## src/rtl/ch_pkg.sv

```systemverilog
package ch_pkg;

   typedef enum logic {PH_CLEAR = 1'b0, PH_EVAL = 1'b1} phase_e;

   // Map a harvest-width request to the number of bits actually shifted.
   function automatic int unsigned eff_bits(input int unsigned req,
                                            input int unsigned dflt,
                                            input int unsigned width);
      if (req == 0)
         return dflt;
      else if (req > width)
         return width;
      else
         return req;
   endfunction

endpackage

```

## src/rtl/ch_sync.sv

```systemverilog
module ch_sync #(
   parameter int W      = 1,
   parameter int STAGES = 2
) (
   input  logic         clk,
   input  logic         rst_n,
   input  logic [W-1:0] d,
   output logic [W-1:0] q
);
   generate
      if (STAGES < 2) begin : g_bad_stages
         $error("ch_sync: STAGES must be at least 2");
      end
      if (W < 1) begin : g_bad_width
         $error("ch_sync: W must be at least 1");
      end
   endgenerate

   logic [STAGES-1:0][W-1:0] chain_q;

   always_ff @(posedge clk or negedge rst_n) begin
      if (!rst_n)
         chain_q <= '0;
      else
         chain_q <= {chain_q[STAGES-2:0], d};
   end

   assign q = chain_q[STAGES-1];
endmodule

```

## src/rtl/ch_cycle_count.sv

```systemverilog
module ch_cycle_count #(
   parameter int CNT_W = 9
) (
   input  logic             clk,
   input  logic             rst_n,
   input  logic             ring_s,
   input  logic             ctl_s,
   output logic             inject,
   output logic [CNT_W-1:0] count,
   output logic             count_vld,
   output logic             ovf
);
   import ch_pkg::*;

   localparam logic [CNT_W-1:0] CNT_MAX = {CNT_W{1'b1}};

   logic             ring_prev_q, ctl_prev_q;
   phase_e           phase_q;
   logic [CNT_W-1:0] cnt_q;
   logic             ring_rise, ctl_rise, ctl_fall;

   assign ring_rise = ring_s & ~ring_prev_q;
   assign ctl_rise  = ctl_s & ~ctl_prev_q;
   assign ctl_fall  = ~ctl_s & ctl_prev_q;

   always_ff @(posedge clk or negedge rst_n) begin
      if (!rst_n) begin
         ring_prev_q <= 1'b0;
         ctl_prev_q  <= 1'b0;
         phase_q     <= PH_CLEAR;
         cnt_q       <= '0;
         count       <= '0;
         count_vld   <= 1'b0;
         ovf         <= 1'b0;
      end else begin
         ring_prev_q <= ring_s;
         ctl_prev_q  <= ctl_s;
         count_vld   <= 1'b0;
         if (ctl_fall) begin
            phase_q <= PH_EVAL;
            cnt_q   <= '0;
         end else if (ctl_rise) begin
            phase_q <= PH_CLEAR;
            cnt_q   <= '0;
            if (phase_q == PH_EVAL) begin
               count     <= cnt_q;
               ovf       <= (cnt_q == CNT_MAX);
               count_vld <= 1'b1;
            end
         end else if (phase_q == PH_EVAL) begin
            if (ring_rise && (cnt_q != CNT_MAX))
               cnt_q <= cnt_q + 1'b1;
         end else begin
            cnt_q <= '0;
         end
      end
   end

   assign inject = (phase_q == PH_EVAL);
endmodule

```

## src/rtl/ch_lsb_shift.sv

```systemverilog
module ch_lsb_shift #(
   parameter int CNT_W = 9,
   parameter int NB_W  = 4
) (
   input  logic             clk,
   input  logic             rst_n,
   input  logic             load,
   input  logic [CNT_W-1:0] data,
   input  logic [NB_W-1:0]  nbits,
   output logic             rbit,
   output logic             rbit_vld
);
   logic [CNT_W-1:0] sh_q;
   logic [NB_W-1:0]  left_q;

   always_ff @(posedge clk or negedge rst_n) begin
      if (!rst_n) begin
         sh_q   <= '0;
         left_q <= '0;
      end else if (load) begin
         sh_q   <= data;
         left_q <= nbits;
      end else if (left_q != '0) begin
         sh_q   <= sh_q >> 1;
         left_q <= left_q - 1'b1;
      end
   end

   assign rbit     = sh_q[0];
   assign rbit_vld = (left_q != '0);
endmodule

```

## src/rtl/collapse_harvest.sv

```systemverilog
module collapse_harvest #(
   parameter int CNT_W       = 9,
   parameter int SYNC_STAGES = 2,
   parameter int DEF_BITS    = 3,
   localparam int NB_W       = $clog2(CNT_W + 1)
) (
   input  logic             clk,
   input  logic             rst_n,
   input  logic             ring_i,
   input  logic             ctl_clk_i,
   input  logic             bits_en_i,
   input  logic [NB_W-1:0]  nbits_i,
   output logic             inject_o,
   output logic [CNT_W-1:0] count_o,
   output logic             count_vld_o,
   output logic             ovf_o,
   output logic             rbit_o,
   output logic             rbit_vld_o
);
   generate
      if (CNT_W < 2 || CNT_W > 16) begin : g_bad_cnt
         $error("collapse_harvest: CNT_W out of range 2..16");
      end
      if (DEF_BITS < 1 || DEF_BITS > CNT_W) begin : g_bad_def
         $error("collapse_harvest: DEF_BITS must lie in 1..CNT_W");
      end
   endgenerate

   logic [1:0]      sync_in, sync_out;
   logic            ring_s, ctl_s;
   logic            load;
   logic [NB_W-1:0] n_eff;

   assign sync_in = {ctl_clk_i, ring_i};

   ch_sync #(.W(2), .STAGES(SYNC_STAGES)) u_sync (
      .clk   (clk),
      .rst_n (rst_n),
      .d     (sync_in),
      .q     (sync_out)
   );

   assign ring_s = sync_out[0];
   assign ctl_s  = sync_out[1];

   ch_cycle_count #(.CNT_W(CNT_W)) u_count (
      .clk       (clk),
      .rst_n     (rst_n),
      .ring_s    (ring_s),
      .ctl_s     (ctl_s),
      .inject    (inject_o),
      .count     (count_o),
      .count_vld (count_vld_o),
      .ovf       (ovf_o)
   );

   assign n_eff = NB_W'(ch_pkg::eff_bits(int'(nbits_i), DEF_BITS, CNT_W));
   assign load  = count_vld_o & bits_en_i & ~ovf_o;

   ch_lsb_shift #(.CNT_W(CNT_W), .NB_W(NB_W)) u_shift (
      .clk      (clk),
      .rst_n    (rst_n),
      .load     (load),
      .data     (count_o),
      .nbits    (n_eff),
      .rbit     (rbit_o),
      .rbit_vld (rbit_vld_o)
   );
endmodule

```

## config.mk

```make
export PLATFORM = sky130hd
export DESIGN_NAME = collapse_harvest
export DESIGN_NICKNAME = d
export VERILOG_FILES = /design/src/rtl/ch_pkg.sv /design/src/rtl/ch_sync.sv /design/src/rtl/ch_cycle_count.sv /design/src/rtl/ch_lsb_shift.sv /design/src/rtl/collapse_harvest.sv
export SDC_FILE = /design/constraint.sdc
export NUM_CORES = 1
export LEC_CHECK = 0
export BUFFER_PORTS_ARGS = -buffer_cell sky130_fd_sc_hd__buf_2
export CORE_ASPECT_RATIO = 1.4
export CORE_UTILIZATION = 59
export CTS_BUF_LIST = sky130_fd_sc_hd__clkbuf_2
export DETAILED_ROUTE_END_ITERATION = 16
export PLACE_DENSITY = 0.81
export SLEW_MARGIN = 20
export SYNTH_ARGS = -nofsm -noshare
export SYNTH_HDL_FRONTEND = slang
export SYNTH_SLANG_ARGS = --single-unit
```

## constraint.sdc

```tcl
create_clock -name clk -period 2.4 [get_ports clk]
set_input_delay 0.72 -clock clk [delete_from_list [all_inputs] [get_ports clk]]
set_output_delay 0.72 -clock clk [all_outputs]
set_load 0.05 [all_outputs]
```

# Word-level counts from Yosys, hierarchy flattened
# Index checks and enable logic that the tools add are counted.
# W data, S select, Z words.
[op_classes] addsub=2 mul=0 n_div=0 order_cmp=1 eq_ne=3 shift=0 n_mux=15 n_bitwise=10 reduce_logical=6
[op_table] cell="$mux W9" count=6
[op_table] cell="$mux W4" count=4
[op_table] cell="$add A9 B1 Y9 const B" count=1
[op_table] cell="$eq A9 B9 Y1 const B" count=1
[op_table] cell="$ne A9 B9 Y1 const B" count=1
[op_table] cell="$and A1 B1 Y1" count=5
[op_table] cell="$mux W1" count=5
[op_table] cell="$not A1 Y1" count=5
[op_table] cell="$gt A4 B4 Y1 const B" count=1
[op_table] cell="$logic_not A4 Y1" count=1
[op_table] cell="$ne A4 B4 Y1 const B" count=1
[op_table] cell="$reduce_bool A2 Y1" count=2
[op_table] cell="$reduce_bool A4 Y1" count=1
[op_table] cell="$sub A4 B1 Y4 const B" count=1
[op_table] cell="$reduce_and A3 Y1" count=1
[op_table] cell="$logic_and A1 B1 Y1" count=1
[totals] ff_bits=40 latch_bits=0 ram_bits=0 rom_bits=0 elab_cells=48 n_memories=0

# Longest topological paths before layout
# Gate-level depths: netlist of run 1.
[logic_depth] depth_word=7 ltp_mapped=8 ltp_nobuf=7

# By module
# From an unflattened synthesis of run 1, not the netlist that was laid out.
[unflattened] hier_cells=168 hier_area_um2=1850.5
[by_module_without_submodules] module="ch_cycle_count" n_inst=1 cells_per_inst=82 area_each_um2=998.5 seq_area_each_um2=575.6
[by_module_without_submodules] module="ch_lsb_shift" n_inst=1 cells_per_inst=71 area_each_um2=684.4 seq_area_each_um2=325.3
[by_module_without_submodules] module="ch_sync" n_inst=1 cells_per_inst=6 area_each_um2=115.1 seq_area_each_um2=100.1
[by_module_without_submodules] module="collapse_harvest" n_inst=1 cells_per_inst=9 area_each_um2=52.6 seq_area_each_um2=0.0

# Worst setup path after synthesis of run 1
# Ideal clock, no wire load.
[synth_timing] path_kind="flip-flop to output port" start="register u_shift.left_q[0]" end="output port rbit_vld_o" arrival_ns=1.378 t_required_ns=1.680 setup_slack_ns=0.302 stages_incl_launch_ff=6 path_buffers=1 path_cell_list="dfrtp_1 > inv_1 > ha_1 > nor3b_2 > buf_4 > inv_1"
[synth_via] elab_chain_len=1
[synth_lines] element="start, declared" line_no="ch_lsb_shift.sv:14" rtl="logic [NB_W-1:0] left_q;"
[synth_lines] element="start signal, assigned" line_no="ch_lsb_shift.sv:22" rtl="left_q <= nbits;"
[synth_lines] element="start signal, assigned" line_no="ch_lsb_shift.sv:25" rtl="left_q <= left_q - 1'b1;"
[synth_lines] element="$reduce_bool A4 Y1" line_no="ch_lsb_shift.sv:30" rtl="assign rbit_vld = (left_q != '0);"
[synth_lines] element="end, declared" line_no="collapse_harvest.sv:18" rtl="output logic rbit_vld_o"
# No other way between the ends.

# Final worst setup path of run 1
[layout_timing] start="register u_shift.left_q[1]" end="output port rbit_vld_o"
# The elaborated chain is that of the path after synthesis.

==> results of run 1 <==
kinds of logic (layout without fill, tap and decap cells):
| family | Yosys count | in the layout |
|---|---|---|
| compound gates | 28 | 28 |
| fa+ha+maj | 7 | 7 |
| buf+inv | 11 | 38 |
| mux | 21 | 21 |
| xor+xnor | 3 | 3 |
| flops | 40 | 40 |
| simple gates | 44 | 44 |
layout by cell type, fill, tap and decap left out:
cell type,synthesis,routed
nand4_1,1,1
o21ai_0,13,13
and3b_1,2,2
nor2_1,5,5
xnor2_1,3,3
ha_1,7,6
a21oi_1,10,10
or3_2,1,1
or3b_2,1,1
nand3b_1,2,2
nand3_1,4,4
nand2_1,17,17
o31ai_1,4,4
buf_2,0,21
nor3b_4,0,1
o2bb2ai_1,1,1
ha_2,0,1
nor4b_1,1,1
mux2_2,11,11
or4_1,3,3
or3_1,2,2
clkbuf_2,0,7
clkinv_1,0,1
or3b_4,1,1
dfrtp_1,40,40
inv_2,0,1
nor3b_1,1,1
nor3_1,2,2
buf_4,1,3
mux2i_1,10,10
inv_1,6,5
critical path: stages, from the launching register on:
cell	delay, ps
dfrtp_1	430
inv_1	110
ha_2	200
nor3b_4	200
inv_1	60
buf_4	180
per-stage QoR:
stage	power, mW	worst slack, ps	utilization	cells
after floorplan	1.00	302	-	154
after global placement	1.06	317	0.670	210
after detailed placement	1.08	205	0.670	210
after CTS	1.35	65.1	0.684	218
after global routing	1.43	3.98	0.688	218
final	1.36	111	0.688	218
final timing paths:
kind / start / slack, ps / end
worst max-delay path: u_shift.left_q[1] / 110 / rbit_vld_o
worst min-delay path: rst_n / 340 / u_shift.left_q[1]
worst max register to register: u_count.cnt_q[0] / 160 / u_count.cnt_q[5]
worst min register to register: u_sync.chain_q[1] / 370 / u_sync.q[1]
max in group asynchronous: rst_n / 1700 / u_sync.chain_q[0]
min in group clk: u_sync.chain_q[1] / 370 / u_sync.q[1]
sequential cells by signal (all words and copies together), names as in the netlist, 2 cells and up:
name and flops:
u_count.cnt_q 9, u_count.count 9, u_shift.left_q 4, u_shift.sh_q 9
u_sync.chain_q 2, u_sync.q 2
what timing repair did:
| action | in CTS | in global routing |
|---|---|---|
| resized for setup | 0 | 5 |
| hold buffers | 0 | 0 |
| setup endpoints to repair | 0 | 1 |
routing by layer:
layer | routed length [um] | part of all wire
met5 | 0 | 0
met2 | 1580 | 0.52
met1 | 1240 | 0.41
met3 | 140 | 0.046
met4 | 65 | 0.021
final cells by class:
type | instances | share of cell area
clock buffers | 7 | 0.0177
clock inverters | 1 | 0.00190
inverters | 6 | 0.0114
multi-input cells | 103 | 0.375
flip-flops and latches | 40 | 0.506
well taps | 37 | 0.0234
repair buffers | 24 | 0.0645
power by group:
part,internal [mW],leakage (nW),switching (mW)
Combinational,0.147,0.369,0.173
Sequential,0.721,0.535,0.0415
Clock,0.0780,0.0306,0.198
Total,0.946,0.935,0.412
==> flow_summary.json, run 1 <==
{
  "placed_area_um2": 1930,
  "tightestPinTransition_ps": 569,
  "antenna_found_initial": 0,
  "synth_xor_xnor_area_share": 0.0147,
  "powerDensity_nw_per_um2": 686,
  "core_area_um2": 2880,
  "synth_cell_types": 28,
  "seqCellArea_um2": 1000,
  "drt_first_pass_iters": 4,
  "setup_viol": 0,
  "start_kind": "flop",
  "port-buffer-count": 22,
  "route.antenna.remaining_nets": 0,
  "finalClockSkew_ps": 23.8,
  "vias_per_cell": 5.74,
  "dieHeight_um": 67.1,
  "dp_hpwl_mm": 2.18,
  "clk-insertion-delay-late_ps": 380,
  "synthCells": 154,
  "start_util": 0.621,
  "final_nets": 196,
  "synthTopCellsByArea": "dfrtp_1, mux2_2, mux2i_1, ha_1, o21ai_0",
  "stdcell_area_um2": 1980,
  "synthFlopType": "dfrtp_1",
  "crit_arrival_ps": 1570,
  "ir_worst_vdd_uv": 565,
  "drive_above_1_share": 0.265,
  "ios": 23,
  "synthMuxAreaShare": 0.125,
  "use_met1": 0.227,
  "crit_path_end_kind": "output port",
  "hold_violations": 0,
  "routedWlPerCell_um": 13.9,
  "cts.sinks": 40,
  "fmax_mhz": 437,
  "hold_ws_ps": 340,
  "tns_ps": 0,
  "syn_avg_cell_area_um2": 11.6,
  "drv_slew": 0,
  "root_buffer": "clkbuf_2",
  "die_area_um2": 3260,
  "synth-simple-area-share": 0.136,
  "path_clk_slew_ps": 190,
  "synth_common_cells": "dfrtp_1, nand2_1, o21ai_0",
  "synth_seq_cells": 40,
  "multi_input_area_um2": 743,
  "synth-compound-area-share": 0.0861,
  "outcome": "finished, final reports clean",
  "worstPathRequired_ps": 1680,
  "num_rows": 23,
  "fp.dieW_um": 48.5,
  "drcViolationCount": 0,
  "nFillCells": 223,
  "yosysTopAreaCellShare": 0.560,
  "synthesis.nets": 170,
  "cts_tree": "yes",
  "synthAdderAreaFrac": 0.0490,
  "grt_start_max_net_pins": 41,
  "routed_wl_mm": 3.03,
  "n_antenna_cell": 0,
  "synth-edff-count": 0,
  "yosys.area.top_type": "dfrtp_1",
  "path_class": "reg -> out",
  "period_minus_slack_ps": 2290,
  "leakagePower_nw": 0.935,
  "drt-initial-drc-count": 43,
  "rsz0062_at_grt": "false",
  "grt_pass1_vias": 1268,
  "grt_overflow": 0,
  "syn_to_final_growth_pct": 10.7,
  "r2r_cells": 7,
  "ys.warnings.count": 0,
  "syn_area_um2": 1790,
  "cts_setup_buffers": 0,
  "yosys.cell_count.top_type": "dfrtp_1",
  "period_share": 0.954,
  "use_met3": 0.0541,
  "routabilityCongestion": 0.850,
  "async_flop_share": 1.00,
  "htreeDepth": 2,
  "clock_path_buffers": 2,
  "cts_made_buffers": 5,
  "hold_path_class": "in -> async",
  "grtUsageTotal": 0.217,
  "slew_headroom": 0.620,
  "synth_top_family_by_area": "simple AND/OR/NAND/NOR gates",
  "busiest_layer": "met2",
  "vias": 1251,
  "worstPathMaxFanout": 3,
  "grt_use_met2": 0.403,
  "max_cap_violations": 0,
  "seq_area_frac_synth": 0.560,
  "grt_pass1_wl_mm": 5.24
}
Note: power is estimated with default switching activity, not from simulation.
==> inputs of run 2 (changes only) <==
--- a/config.mk
+++ b/config.mk
@@ -6,11 +6,14 @@
 export NUM_CORES = 1
 export LEC_CHECK = 0
 export BUFFER_PORTS_ARGS = -buffer_cell sky130_fd_sc_hd__buf_2
+export CELL_PAD_IN_SITES_DETAIL_PLACEMENT = 0
+export CELL_PAD_IN_SITES_GLOBAL_PLACEMENT = 2
 export CORE_ASPECT_RATIO = 1.4
-export CORE_UTILIZATION = 59
+export CORE_MARGIN = 2
+export CORE_UTILIZATION = 39
 export CTS_BUF_LIST = sky130_fd_sc_hd__clkbuf_2
 export DETAILED_ROUTE_END_ITERATION = 16
-export PLACE_DENSITY = 0.81
+export PLACE_DENSITY_LB_ADDON = 0.1
 export SLEW_MARGIN = 20
 export SYNTH_ARGS = -nofsm -noshare
 export SYNTH_HDL_FRONTEND = slang
==> flow_summary.json, run 2 (same netlist as run 1, synthesis figures left out) <==
{
  "routabilityCongestion": 0.723,
  "num_rows": 29,
  "fp.dieW_um": 61.2,
  "critPathSlowestCell": "dfrtp_1",
  "routed_wl_mm": 3.23,
  "startpoint": "u_shift.left_q[0]",
  "setup_viol": 0,
  "stdcell_area_um2": 2030,
  "tightestPinTransition_ps": 499,
  "worst_slack_ps": 125,
  "period_minus_slack_ps": 2270,
  "grt_pass1_vias": 1220,
  "core_area_um2": 4460,
  "grt_overflow": 0,
  "worstPathRequired_ps": 1680,
  "worstPathMaxFanout": 3,
  "n_antenna_cell": 0,
  "hold_path_class": "in -> async",
  "dieHeight_um": 84.1,
  "clock_path_buffers": 2,
  "cpPeakStageDelay_ps": 410,
  "r2r_cells": 7,
  "placed_area_um2": 1980,
  "path_clk_slew_ps": 180,
  "dp_hpwl_mm": 2.40,
  "reg.largest.list": "u_count.cnt_q (9), u_count.count (9), u_shift.sh_q (9)",
  "seq_power_share": 0.562,
  "routedWlPerCell_um": 13.2,
  "htreeDepth": 2,
  "start_util": 0.401,
  "dpl_worst_slack_ps": 196,
  "outcome": "finished, final reports clean",
  "post_cts_resize_count": 0,
  "swShare": 0.303,
  "slew_headroom": 0.668,
  "drt-initial-drc-count": 23,
  "antenna_found_initial": 0,
  "tns_ps": 0,
  "clock_power_share": 0.203,
  "utilization": 0.454,
  "leakagePower_nw": 0.946,
  "crit_family": "flip-flops",
  "cts_made_buffers": 5,
  "rsz0062_at_grt": "false",
  "cts_tree": "yes",
  "drcViolationCount": 0,
  "regToRegSetupSlack_ps": 170,
  "final_nets": 197,
  "root_buffer": "clkbuf_2",
  "cts_setup_buffers": 0,
  "start_kind": "flop",
  "grt_start_max_net_pins": 22,
  "nFillCells": 469,
  "crit_top_cell": "inv_1",
  "vias": 1199,
  "cp_num_buf_inv": 3,
  "grtUsageTotal": 0.146,
  "crit_arrival_ps": 1550,
  "endpoint": "rbit_vld_o",
  "cp_num_cells": 5,
  "cts.sinks": 40,
  "crit_path_cell_trace": "inv_1 -> ha_1 -> nor3b_4 -> inv_1 -> buf_2",
  "powerDensity_nw_per_um2": 667,
  "hold_violations": 0,
  "period_share": 0.948,
  "ios": 23,
  "timing.rr.start": "u_count.cnt_q[0]",
  "die_area_um2": 5150,
  "drive_above_1_share": 0.258,
  "drt_first_pass_iters": 4,
  "internal_power_mw": 0.942,
  "crit_path_end_kind": "output port",
  "regToRegEndpoint": "u_count.cnt_q[5]",
  "switchingPower_mw": 0.409,
  "ir_worst_vdd_uv": 298,
  "fmax_mhz": 440,
  "max_cap_violations": 0,
  "fin_total_pwr_mw": 1.35,
  "grt_pass1_wl_mm": 5.58,
  "port-buffer-count": 22,
  "drv_slew": 0,
  "combPwrFrac": 0.236,
  "clk-insertion-delay-late_ps": 370,
  "path_class": "reg -> out",
  "layout_common_cells": "dfrtp_1, buf_2, nand2_1",
  "finalClockSkew_ps": 12.7,
  "vias_per_cell": 4.91,
  "route.antenna.remaining_nets": 0,
  "hold_buffers": 0,
  "layout_commonest_cell": "dfrtp_1",
  "syn_to_final_growth_pct": 13.3
}
## run 2: cell types whose count changed in the layout (fill, tap and decap cells not counted), sizes merged
cell  delta
buf      +1
## run 2: worst min-delay path by stage
stage	endpoint	slack, ps
2_1_floorplan	u_sync.q[0]	330
3_3_place_gp	u_sync.q[1]	340
3_5_place_dp	u_sync.q[1]	340
4_1_cts	u_count.count_vld	260
5_1_grt	u_count.count_vld	250
6_report	u_shift.left_q[0]	270
## run 2: power by group through the flow
| stage | registers, mW | clock network (mW) | logic, mW |
|---|---|---|---|
| 2_1_floorplan | 0.775 | 0 | 0.228 |
| 3_3_place_gp | 0.766 | 0 | 0.309 |
| 3_5_place_dp | 0.767 | 0 | 0.317 |
| 4_1_cts | 0.755 | 0.298 | 0.319 |
| 5_1_grt | 0.765 | 0.323 | 0.349 |
| 6_report | 0.759 | 0.274 | 0.318 |
## run 2: through the flow
stage | cells | hold WS (ps)
floorplan | 154 | 331
global placement | 236 | 342
detailed placement | 236 | 336
CTS | 244 | 264
global route | 244 | 253
finish | 244 | 274
## run 2: cell type report
| class | instances | area [um2] | area share |
|---|---|---|---|
| Clock inverter | 1 | 3.75 | 0.00185 |
| Sequential cell | 40 | 1000 | 0.494 |
| Inverter | 6 | 22.5 | 0.0111 |
| Tap cell | 62 | 77.6 | 0.0383 |
| Clock buffer | 7 | 35.0 | 0.0173 |
| Timing Repair Buffer | 25 | 145 | 0.0716 |
| Multi-Input combinational cell | 103 | 741 | 0.366 |
## run 2: worst reg2reg max path, delay by kind of cell, from the launching register on
| kind | cells | cell delay (ps) |
|---|---|---|
| simple gates | 4 | 1070 |
| compound gates | 1 | 160 |
| flops | 1 | 460 |
| fa+ha+maj | 2 | 460 |
## run 2: layer usage
layer  wire (um)  GRT usage
met4          59     0.0593
met3          86     0.0326
met1        1340      0.164
met2        1740      0.253
met5           0          0
==> inputs of run 3 (changes only) <==
--- a/config.mk
+++ b/config.mk
@@ -14,6 +14,7 @@
 export CTS_BUF_LIST = sky130_fd_sc_hd__clkbuf_2
 export DETAILED_ROUTE_END_ITERATION = 16
 export PLACE_DENSITY_LB_ADDON = 0.1
+export SETUP_SLACK_MARGIN = 0.3
 export SLEW_MARGIN = 20
 export SYNTH_ARGS = -nofsm -noshare
 export SYNTH_HDL_FRONTEND = slang
==> flow_summary.json, run 3 (same netlist as run 1, synthesis figures left out) <==
{
  "outcome": "finished, final reports clean",
  "worstPathMaxFanout": 2,
  "max_cap_violations": 0,
  "regToRegSetupSlack_ps": 310,
  "path_clk_slew_ps": 180,
  "finalClockSkew_ps": 15.1,
  "nFillCells": 462,
  "r2r_cells": 7,
  "final_nets": 209,
  "stdcell_area_um2": 2180,
  "crit_family": "flip-flops",
  "cts_made_buffers": 5,
  "dp_hpwl_mm": 2.40,
  "vias": 1259,
  "die_area_um2": 5150,
  "crit_path_cell_trace": "inv_2 -> ha_4 -> nor3b_4 -> inv_1 -> buf_6",
  "fp.dieW_um": 61.2,
  "cpPeakStageDelay_ps": 430,
  "tightestPinTransition_ps": 496,
  "regToRegEndpoint": "u_count.cnt_q[6]",
  "fmax_mhz": 466,
  "start_util": 0.401,
  "clock_path_buffers": 2,
  "dpl_worst_slack_ps": 196,
  "layout_common_cells": "dfrtp_1, buf_2, nand2_1",
  "routedWlPerCell_um": 13.3,
  "num_rows": 29,
  "tns_ps": 0,
  "hold_violations": 0,
  "drt_first_pass_iters": 4,
  "route.antenna.remaining_nets": 0,
  "reg.largest.list": "u_count.cnt_q (9), u_count.count (9), u_shift.sh_q (9)",
  "crit_path_end_kind": "output port",
  "n_antenna_cell": 0,
  "slew_headroom": 0.670,
  "drcViolationCount": 0,
  "setup_viol": 0,
  "drv_slew": 0,
  "htreeDepth": 2,
  "dieHeight_um": 84.1,
  "critPathSlowestCell": "dfrtp_1",
  "crit_arrival_ps": 1430,
  "worstPathRequired_ps": 1680,
  "core_area_um2": 4460,
  "start_kind": "flop",
  "ir_worst_vdd_uv": 308,
  "hold_buffers": 0,
  "routabilityCongestion": 0.723,
  "cts.sinks": 40,
  "period_share": 0.894,
  "path_class": "reg -> out",
  "antenna_found_initial": 0,
  "startpoint": "u_shift.left_q[1]",
  "grt_start_max_net_pins": 22,
  "layout_commonest_cell": "dfrtp_1",
  "grt_pass1_vias": 1244,
  "ios": 23,
  "root_buffer": "clkbuf_2",
  "clk-insertion-delay-late_ps": 370,
  "fin_total_pwr_mw": 1.43,
  "grtUsageTotal": 0.149,
  "placed_area_um2": 1980,
  "routed_wl_mm": 3.41,
  "drive_above_1_share": 0.361,
  "powerDensity_nw_per_um2": 658,
  "syn_to_final_growth_pct": 21.8,
  "rsz0062_at_grt": "true",
  "hold_path_class": "in -> async",
  "drt-initial-drc-count": 22,
  "vias_per_cell": 4.92,
  "period_minus_slack_ps": 2150,
  "hold_ws_ps": 271,
  "grt_overflow": 0,
  "cp_num_buf_inv": 3,
  "worst_slack_ps": 254,
  "timing.rr.start": "u_count.cnt_q[0]",
  "cts_tree": "yes",
  "port-buffer-count": 22,
  "leakagePower_nw": 1.01,
  "grt_pass1_wl_mm": 5.71
}
run 3: changes by cell type in the layout (fill, tap and decap cells not counted), moves of 2 or more:
| cell | delta |
|---|---|
| a21oi_1 | -3 |
| a21oi_2 | +3 |
| buf_4 | +11 |
| buf_6 | +2 |
| ha_1 | -3 |
| ha_2 | +2 |
| inv_1 | -2 |
| inv_2 | +2 |
run 3: routing by layer:
layer  vias up  GRT usage  wire length [um]  share of wire
li1        622          -                 -              -
met3         5     0.0326                90          0.026
met4         0     0.0593                59          0.017
met5         -          0                 0              0
met2        18      0.266              1820           0.53
met1       614      0.161              1440           0.42
run 3: through the flow:
stage          utilization  std cells
2_1_floorplan            -        154
3_3_place_gp         0.444        236
3_5_place_dp         0.444        236
4_1_cts              0.476        252
5_1_grt              0.488        256
6_report             0.488        256
run 3: layout make-up:
cell class                 instances  area, um2  share of cell area
clock inverter                     1       3.75             0.00172
tap                               62       77.6              0.0356
sequential                        40       1000               0.460
multi-input combinational        103        791               0.363
inverter                           6       22.5              0.0103
clock buffer                       7       35.0              0.0161
timing repair buffer              37        245               0.113
run 3: repair_timing:
action	in CTS	in global routing
endpoints found under the hold margin	0	0
resized for setup	14	5
setup endpoints to repair	6	6
pin swaps	5	4
buffers inserted	8	4
run 3: worst max path at each step:
stage	cells after the start	end
finish	5	rbit_vld_o
global route	5	rbit_vld_o
global placement	7	u_count.cnt_q[5]
detailed placement	7	u_count.cnt_q[5]
floorplan	5	rbit_vld_o
CTS	5	rbit_vld_o
run 3: power by group:
group	internal [mW]	switching [mW]	total (mW)
Clock	0.0781	0.196	0.275
Combinational	0.201	0.195	0.396
Sequential	0.721	0.0410	0.762
run 3: worst register-to-register path, delay by kind of cell (launching register included):
family / cells / cell delay, ps
AO/OA/AOI/OAI: 1 / 140
adder cells (fa/ha/maj): 2 / 390
flip-flops: 1 / 460
AND/OR/NAND/NOR: 4 / 1040
